==> src/rtl/tmr_pkg.sv <==
package tmr_pkg;

    localparam int DATA_W   = 32;
    localparam int CTL_W    = 16;
    localparam int ADDR_W   = 2;
    localparam int PRE_OPTS = 5;
    localparam int PRE_W    = 2 * PRE_OPTS;
    localparam int SEL_W    = 3;
    localparam int UF_BIT   = 8;
    localparam int IE_BIT   = 5;
    localparam int FLD_W    = 8;

    typedef enum logic [ADDR_W-1:0] {
        IDX_CONST = 2'd0,
        IDX_COUNT = 2'd1,
        IDX_CTRL  = 2'd2,
        IDX_CAPT  = 2'd3
    } reg_idx_e;

    // Stored control fields, laid out to match bits [7:0] of the control word
    typedef struct packed {
        logic [1:0]       capt_mode;
        logic             uf_ie;
        logic [1:0]       edge_sel;
        logic [SEL_W-1:0] rate_sel;
    } ctl_fields_t;

    function automatic logic [DATA_W-1:0] ctl_image(ctl_fields_t f, logic flag);
        logic [DATA_W-1:0] img;
        img = '0;
        img[FLD_W-1:0] = f;
        img[UF_BIT]    = flag;
        return img;
    endfunction

endpackage

==> src/rtl/tmr_prescale.sv <==
module tmr_prescale
    import tmr_pkg::*;
#(
    parameter int OPTS = PRE_OPTS,
    parameter int CW   = 2 * OPTS
) (
    input  logic             clk,
    input  logic             rst,
    input  logic [SEL_W-1:0] sel,
    output logic             tick
);
    logic [CW-1:0]   pcnt;
    logic [OPTS-1:0] hit;

    always_ff @(posedge clk) begin
        if (rst) pcnt <= '0;
        else     pcnt <= pcnt + 1'b1;
    end

    // Ratio k fires when the low 2*(k+1) bits of the phase are all ones
    generate
        for (genvar k = 0; k < OPTS; k++) begin : g_ratio
            assign hit[k] = &pcnt[2*k+1:0];
        end
    endgenerate

    always_comb begin
        tick = 1'b0;
        for (int k = 0; k < OPTS; k++) begin
            if (sel == SEL_W'(k)) tick = hit[k];
        end
    end

    AST_HOLD_SEL: assert property (@(posedge clk) disable iff (rst)
        (sel >= SEL_W'(OPTS)) |-> !tick);
    AST_PHASE_STEP: assert property (@(posedge clk) disable iff (rst)
        !$past(rst) |-> pcnt == $past(pcnt) + 1'b1);

endmodule

==> src/rtl/tmr_counter.sv <==
module tmr_counter
    import tmr_pkg::*;
#(
    parameter int W = DATA_W
) (
    input  logic         clk,
    input  logic         rst,
    input  logic         tick,
    input  logic         en,
    input  logic         ld_count,
    input  logic         ld_const,
    input  logic [W-1:0] wdata,
    output logic [W-1:0] count,
    output logic [W-1:0] reload,
    output logic         uf
);
    logic step;
    logic at_zero;

    assign step    = tick && en && !ld_count;
    assign at_zero = (count == '0);
    assign uf      = step && at_zero;

    always_ff @(posedge clk) begin
        if (rst)           reload <= '1;
        else if (ld_const) reload <= wdata;
    end

    always_ff @(posedge clk) begin
        if (rst)           count <= '1;
        else if (ld_count) count <= wdata;
        else if (uf)       count <= reload;
        else if (step)     count <= count - 1'b1;
    end

    AST_RELOAD: assert property (@(posedge clk) disable iff (rst)
        uf |=> count == $past(reload));
    AST_DECR: assert property (@(posedge clk) disable iff (rst)
        (tick && en && !ld_count && count != '0) |=> count == $past(count) - 1'b1);
    AST_FREEZE: assert property (@(posedge clk) disable iff (rst)
        (!en && !ld_count) |=> $stable(count));
    AST_CONST_ONLY: assert property (@(posedge clk) disable iff (rst)
        (ld_const && !ld_count && !(tick && en)) |=> $stable(count));
    AST_LOAD_WINS: assert property (@(posedge clk) disable iff (rst)
        ld_count |=> count == $past(wdata));

endmodule

==> src/rtl/tmr_ctrl.sv <==
module tmr_ctrl
    import tmr_pkg::*;
(
    input  logic             clk,
    input  logic             rst,
    input  logic             wr_ctl,
    input  logic [CTL_W-1:0] wdata,
    input  logic             uf,
    output ctl_fields_t      fields,
    output logic             flag
);
    always_ff @(posedge clk) begin
        if (rst)         fields <= '0;
        else if (wr_ctl) fields <= ctl_fields_t'(wdata[FLD_W-1:0]);
    end

    // An underflow in the same cycle outranks a clearing write
    always_ff @(posedge clk) begin
        if (rst)                          flag <= 1'b0;
        else if (uf)                      flag <= 1'b1;
        else if (wr_ctl && !wdata[UF_BIT]) flag <= 1'b0;
    end

    AST_FLAG_SET: assert property (@(posedge clk) disable iff (rst)
        uf |=> flag);
    AST_FLAG_KEEP: assert property (@(posedge clk) disable iff (rst)
        (wr_ctl && wdata[UF_BIT] && !uf) |=> flag == $past(flag));
    AST_FLAG_CLR: assert property (@(posedge clk) disable iff (rst)
        (wr_ctl && !wdata[UF_BIT] && !uf) |=> !flag);
    AST_FLAG_STICKY: assert property (@(posedge clk) disable iff (rst)
        (flag && !wr_ctl) |=> flag);

endmodule

==> src/rtl/tmr_chan.sv <==
module tmr_chan
    import tmr_pkg::*;
(
    input  logic              clk,
    input  logic              rst,
    input  logic              cnt_en,
    input  logic              reg_wr,
    input  logic [ADDR_W-1:0] reg_addr,
    input  logic [DATA_W-1:0] reg_wdata,
    output logic [DATA_W-1:0] reg_rdata,
    output logic              irq
);
    reg_idx_e          idx;
    logic              wr_const, wr_count, wr_ctl, wr_capt;
    logic              tick, uf, flag;
    logic [DATA_W-1:0] count, reload, capt;
    ctl_fields_t       fields;

    assign idx      = reg_idx_e'(reg_addr);
    assign wr_const = reg_wr && (idx == IDX_CONST);
    assign wr_count = reg_wr && (idx == IDX_COUNT);
    assign wr_ctl   = reg_wr && (idx == IDX_CTRL);
    assign wr_capt  = reg_wr && (idx == IDX_CAPT);

    tmr_prescale #(.OPTS(PRE_OPTS), .CW(PRE_W)) u_pre (
        .clk  (clk),
        .rst  (rst),
        .sel  (fields.rate_sel),
        .tick (tick)
    );

    tmr_counter #(.W(DATA_W)) u_cnt (
        .clk      (clk),
        .rst      (rst),
        .tick     (tick),
        .en       (cnt_en),
        .ld_count (wr_count),
        .ld_const (wr_const),
        .wdata    (reg_wdata),
        .count    (count),
        .reload   (reload),
        .uf       (uf)
    );

    tmr_ctrl u_ctl (
        .clk    (clk),
        .rst    (rst),
        .wr_ctl (wr_ctl),
        .wdata  (reg_wdata[CTL_W-1:0]),
        .uf     (uf),
        .fields (fields),
        .flag   (flag)
    );

    always_ff @(posedge clk) begin
        if (rst)          capt <= '0;
        else if (wr_capt) capt <= reg_wdata;
    end

    always_comb begin
        unique case (idx)
            IDX_CONST: reg_rdata = reload;
            IDX_COUNT: reg_rdata = count;
            IDX_CTRL:  reg_rdata = ctl_image(fields, flag);
            default:   reg_rdata = capt;
        endcase
    end

    assign irq = flag && fields.uf_ie;

    AST_IRQ_MASKED: assert property (@(posedge clk) disable iff (rst)
        (wr_ctl && !reg_wdata[IE_BIT]) |=> !irq);
    AST_IRQ_ON_UF: assert property (@(posedge clk) disable iff (rst)
        (uf && fields.uf_ie && !wr_ctl) |=> irq);
    AST_CAPT_HOLD: assert property (@(posedge clk) disable iff (rst)
        !wr_capt |=> $stable(capt));

endmodule

==> config.mk <==
export PLATFORM = sky130hd
export DESIGN_NAME = tmr_chan
export DESIGN_NICKNAME = d
export VERILOG_FILES = /design/src/rtl/tmr_pkg.sv /design/src/rtl/tmr_prescale.sv /design/src/rtl/tmr_counter.sv /design/src/rtl/tmr_ctrl.sv /design/src/rtl/tmr_chan.sv
export SDC_FILE = /design/constraint.sdc
export NUM_CORES = 1
export LEC_CHECK = 0
export ABC_AREA = 1
export BUFFER_PORTS_ARGS = -buffer_cell sky130_fd_sc_hd__buf_2
export CAP_MARGIN = 20
export CELL_PAD_IN_SITES_DETAIL_PLACEMENT = 0
export CELL_PAD_IN_SITES_GLOBAL_PLACEMENT = 1
export CORE_MARGIN = 10
export CORE_UTILIZATION = 38
export CTS_CLUSTER_DIAMETER = 60
export DETAILED_ROUTE_END_ITERATION = 8
export PLACE_DENSITY = 0.85
export SLEW_MARGIN = 20
export SYNTH_ARGS = -nofsm -noshare
export SYNTH_HDL_FRONTEND = slang
export SYNTH_HIERARCHICAL = 1
export SYNTH_SLANG_ARGS = --single-unit
==> constraint.sdc <==
create_clock -name clk -period 1.9 [get_ports clk]
set_clock_uncertainty 0.05 [all_clocks]
set_input_delay 0.475 -clock clk [delete_from_list [all_inputs] [get_ports clk]]
set_output_delay 0.475 -clock clk [all_outputs]
set_load 0.1 [all_outputs]
## Word-level counts from Yosys, hierarchy flattened

Cells that the tools add are included.

| storage, ports and cells | value |
|---|---|
| register bits | 115 |
| bits in latches | 0 |
| memory bits (writable) | 0 |
| memory bits (read-only) | 0 |
| bits of input ports | 38 |
| output and inout port bits | 33 |
| logic and storage cells | 50 |
| memories | 0 |

| operators by class | value |
|---|---|
| add/sub/neg operators | 2 |
| $mul | 0 |
| div/mod/pow operators | 0 |
| order comparisons | 0 |
| equal/unequal tests | 7 |
| shift-type cells | 0 |
| multiplexer cells | 11 |
| bitwise gates (word level) | 0 |
| reduce and logical (&&, ||, !) cells | 21 |

Operator list:

| kind | count |
|---|---|
| 32-bit two-way mux | 3 |
| 32-bit case mux with 3 select lines | 1 |
| 32-bit zero test | 1 |
| 32-bit by 1-bit subtractor with 32-bit output (second input constant) | 1 |
| 10-bit by 1-bit adder with 10-bit output (second input constant) | 1 |
| 10-bit AND reduction | 1 |
| 1-bit logical AND | 9 |
| 8-bit AND reduction | 1 |
| 1-bit two-way mux | 7 |
| 3-bit by 2-bit == test with 1-bit output (second input constant) | 2 |
| 6-bit AND reduction | 1 |
| 2-bit == test (second input constant) | 2 |
| 4-bit AND reduction | 1 |
| 3-bit by 1-bit == test with 1-bit output (second input constant) | 1 |
| 3-bit == test (second input constant) | 1 |
| 3-bit zero test | 1 |
| 3-bit nonzero test | 1 |
| 2-bit by 1-bit == test with 1-bit output (second input constant) | 1 |
| 1-bit zero test | 2 |
| 2-bit zero test | 1 |
| 2-bit AND reduction | 1 |
| 2-bit nonzero test | 1 |

## Depth between registers and ports, before layout

| depth | value |
|---|---|
| depth in word-level cells | 11 |
| depth in mapped cells | 17 |
| depth with buffers taken out | 16 |

## Modules after synthesis

Netlist, hierarchy kept.

Modules (own cells, without submodules):

| module | instances | cells an instance | area each (um^2) | seq. area each (um^2) |
|---|---|---|---|---|
| tmr_counter | 1 | 610 | 3,878.7 | 1,281.2 |
| tmr_chan | 1 | 342 | 2,030.7 | 640.6 |
| tmr_prescale | 1 | 72 | 514.2 | 200.2 |
| tmr_ctrl | 1 | 41 | 381.6 | 180.2 |

## Least setup slack after synthesis

No wires, ideal clock.

| path | value |
|---|---|
| kind | input -> output |
| start | in reg_addr[1] |
| end | out reg_rdata[10] |
| data arrival time | 2.380 ns |
| data required time | 1.375 ns |
| path slack | -1.005 ns |
| cell stages on the path | 4 |
| buffers on the path | 2 |
| path through | buf_4 -> nand2_1 -> buf_2 -> o211ai_1 |

| on the way | value |
|---|---|
| longest elaborated chain between the ends | 2 |
| elaborated cells between the ends (all ways) | 4 |
| those cells by class | eq/ne: 2; mux: 1; reduce/logical: 1 |

RTL lines:

| what | line | text |
|---|---|---|
| start, declared | tmr_chan.sv:8 | `input logic [ADDR_W-1:0] reg_addr,` |
| 2-bit == test (tied with other cells) | tmr_chan.sv:61 | `unique case (idx)` |
| 32-bit case mux with 3 select lines (*) | tmr_chan.sv:61 |  |
| end, declared | tmr_chan.sv:10 | `output logic [DATA_W-1:0] reg_rdata,` |

Mark *: on every way between the ends. The rest lies on a longest branch, timed or not.

## Final worst setup path

| path | value |
|---|---|
| start | reg u_pre.pcnt[0] |
| end | reg u_cnt.count[10] |

| on the way | value |
|---|---|
| longest elaborated chain between the ends | 11 |
| elaborated cells between the ends (all ways) | 16 |
| those cells by class | mux: 7; reduce/logical: 9 |

RTL lines:

| what | line | text |
|---|---|---|
| start, declared | tmr_prescale.sv:12 | `logic [CW-1:0] pcnt;` |
| start signal, assigned | tmr_prescale.sv:17 | `else pcnt <= pcnt + 1'b1;` |
| 2-bit AND reduction | tmr_prescale.sv:23 | `assign hit[k] = &pcnt[2*k+1:0];` |
| 1-bit two-way mux (4 in a row) | tmr_prescale.sv:30 | `if (sel == SEL_W'(k)) tick = hit[k];` |
| 1-bit two-way mux (*) | tmr_prescale.sv:30 |  |
| named net tick | tmr_chan.sv:15 | `logic tick, uf, flag;` |
| 1-bit logical AND (*) (2 in a row) | tmr_counter.sv:20 | `assign step = tick && en && !ld_count;` |
| 1-bit logical AND | tmr_counter.sv:22 | `assign uf = step && at_zero;` |
| 32-bit two-way mux | tmr_counter.sv:32 | `else if (uf) count <= reload;` |
| 32-bit two-way mux | tmr_counter.sv:31 | `else if (ld_count) count <= wdata;` |
| end signal, assigned | tmr_counter.sv:31 |  |
| end signal, assigned | tmr_counter.sv:32 |  |
| end signal, assigned | tmr_counter.sv:33 | `else if (step) count <= count - 1'b1;` |
| end, declared | tmr_counter.sv:13 | `output logic [W-1:0] count,` |

Mark *: on every way through the listed nets, which the timed path passes. The rest lies on a longest branch.
A chain may end at the register's enable or synchronous reset.

==> summary.txt <==
area of the core: 17,400 um^2
top-area cell type share of the netlist area: 33.8%
GRT Util Overall: 19.9%
Clock Latency Late Sink: 0.42 ns
Synth area leaders: dfxtp_1 34%, nand2_1 16%, nand3_1 7.6%
CP most frequent cell: nand2_1
Seq pwr share: 33.0%
grt ovf: 0
WL final: 25,100 um
NetSw: 2.63 mW
CP arrival: 2.50 ns
DP HPWL: 16,600 um
top-count cell post-synth: nand2_1
vias in the first global route: 6,985
Slew Limit Fails: 0
YS warnings: 6
Req. time, crit path: 2.15 ns
dpl ws: -0.306 ns
hold_ws: 0.261 ns
Net Sw Frac: 32.4%
Final Net Count: 1,257
cts hold-fix bufs: 0
maximum single-stage delay on the critical path: 0.35 ns
maximum VDD drop: 649 uV
met2 routed WL: 12,000 um
Final min period: 2.25 ns
top sig layer: met4
first-pass GRT wire length: 38,500 um
Clk pwr share: 42.5%
fin util: 57.2%
CP bufs+invs: 2
Internal: 5.50 mW
final worst-path cycle share: 118%
WL met3: 1490 um
syn_nets: 1,105
Die Wd: 154 um
Starting Density: 39.1%
sequential fraction of the synthesis area: 33.8%
largest net degree at the start of global routing: 46
Unique masters post-synth: 36
initial antenna violation count: 0
final hold viol count: 0
crit path kind: register to register
FF+latch count, synth: 115
CP top delay family: simple AND/OR/NAND/NOR gates
failing checks: setup timing
Via density: 5.18
DRT Pass-1 Iters: 5
filler cell count: 1,560
I/O pin cnt: 71
Post-Synthesis Cells: 1,065
Critical Path Start Type: register
# DRC: 0
Avg Cell Area, Syn: 6.39 um^2
antenna cells: 0
max_cap viols: 0
number of synthesized flops with an enable pin: 0
Design Power: 8.14 mW
Num CTS Buffers: 17
clock transition at the registers of the reported paths: 0.06 ns
f_max: 0.444 GHz
CP Capture Type: register
Root Buffer: clkbuf_16
Final setup viols: 65
CTS tree: done
footprint of the multi-input gates: 4120 um^2
slew of the pin with the lowest slew margin: 0.413 ns
Routed Antenna Nets: 0
Min-Delay Path Class: input port to register
Yosys top cell by area: dfxtp_1
layout cell share with drive strength beyond 1: 29.2%
met1 wire length: 10,900 um
FFs w/ async S/R, synth: 0%
Vias: 7,542
initial drt markers: 652
register area: 2310 um^2
CP max-delay cell: dfxtp_2
Port Buf Inserts: 70
top_reg_cell synth: dfxtp_1
outcome: finished with violations
Netlist Area Pre-Place: 6810 um^2
most instantiated cells after synthesis: 286 x nand2_1, 130 x inv_1, 122 x nor2_1, 115 x dfxtp_1, 104 x nand3_1
Max Root-Sink Buffers: 2
FP Rows: 48
logic gate share of total power: 24.5%
post-DR wirelength/cell: 17.3 um
CP cell instances: ha_4, nand2_4, nor2_4, nand3_2, nand2_1, nand2_1, nand2_1, nand2_2, nor2_4, buf_4, nand3_2, nor2_4, buf_6, nand2_1, nand3_1, nand3_1
CTS Sinks: 115
Routability Congestion: 0.925
Worst Path Max Fanout: 7
Chip Height: 154 um
Slew headroom: 72.4%
H-tree levels: 4
Die Area: 23,700 um^2
LEAKAGE: 4.70 nW
final worst setup slack: -0.351 ns
Pwr Density: 817 nW/um^2
RSZ-0062 raised after global routing: true
area grow syn2layout: 46.4%
-- layout by cell type, fill, tap and decap left out, drive strengths merged --
| cell type | instances |
|---|---|
| a21oi | 76 |
| a31oi | 1 |
| buf | 175 |
| bufinv | 4 |
| clkbuf | 28 |
| clkinv | 8 |
| clkinvlp | 1 |
| dfxtp | 115 |
| ha | 2 |
| inv | 135 |
| nand2 | 306 |
| nand3 | 115 |
| nand3b | 1 |
| nand4 | 19 |
| nor2 | 142 |
| nor3 | 7 |
| o211ai | 23 |
| o21ai | 57 |
| o21bai | 2 |
| xnor2 | 5 |
| xor2 | 8 |
-- registers in the layout, indices dropped and copies added, names as in the netlist --
name,count
u_cnt/reload,32
u_cnt/count,32
u_pre/pcnt,10
u_ctl/flag,1
u_ctl/fields,8
capt,32
-- kinds of logic after synthesis --
kind of cell / count (synthesis) / share of synthesized area, %
AOI/OAI and AO/OA: 159 / 13.2
DFF: 115 / 33.8
buffers and inverters: 190 / 11.9
adders and majority gates: 2 / 0.368
and+or+nand+nor: 586 / 39.0
xor gates and xnor gates: 13 / 1.67
-- power by group through the flow --
stage | Clock, mW | Sequential [mW] | Combinational (mW)
after floorplan | 0 | 2.70 | 1.10
after global placement | 0 | 2.72 | 1.78
after detailed placement | 0 | 2.71 | 1.80
after CTS | 3.50 | 2.67 | 1.93
after global routing | 3.63 | 2.70 | 2.10
final | 3.46 | 2.68 | 1.99
-- path summary, 6_finish.rpt --
check                        from          endpoint  slack, ns  cells past startpoint
hold reg to reg   u_ctl/fields[6]   u_ctl/fields[6]       0.42                      2
hold / removal      reg_wdata[20]  u_cnt/reload[20]       0.26                      3
setup / recovery    u_pre/pcnt[0]   u_cnt/count[10]      -0.35                     16
setup reg to reg    u_pre/pcnt[0]   u_cnt/count[10]      -0.35                     16
-- routing by layer --
layer,vias to the layer above,global-route usage (%)
li1,3706,-
met1,3501,25.5
met2,290,33.3
met3,45,3.63
met4,0,5.89
met5,-,0
-- worst min-delay path, delay by kind of cell --
| kind | cells | cell delay (ns) |
|---|---|---|
| buf+inv | 1 | 0.11 |
| compound gates | 2 | 0.12 |
-- through the flow --
step	setup TNS (ns)	cells	cell area [um^2]
finish	-12.96	1455	9960
global route	-17.39	1455	9960
CTS	-7.93	1449	9710
detailed placement	-16.22	1392	8460
global placement	-13.80	1392	8460
floorplan	-24.67	1065	6910
-- layout make-up --
| cell class | instances | share of cell area [%] |
|---|---|---|
| clock inverter | 14 | 2.03 |
| timing repair buffer | 185 | 21.0 |
| sequential | 115 | 23.2 |
| inverter | 134 | 5.20 |
| clock buffer | 18 | 4.31 |
| multi-input combinational | 764 | 41.4 |
| tap | 225 | 2.83 |
-- repair_timing --
item | in CTS | in global routing
resized for setup | 83 | 63
setup endpoints to repair | 66 | 65
pin swaps | 35 | 21
buffers inserted | 15 | 11
cloned | 10 | 1
Power figures use the tool's default switching activity.
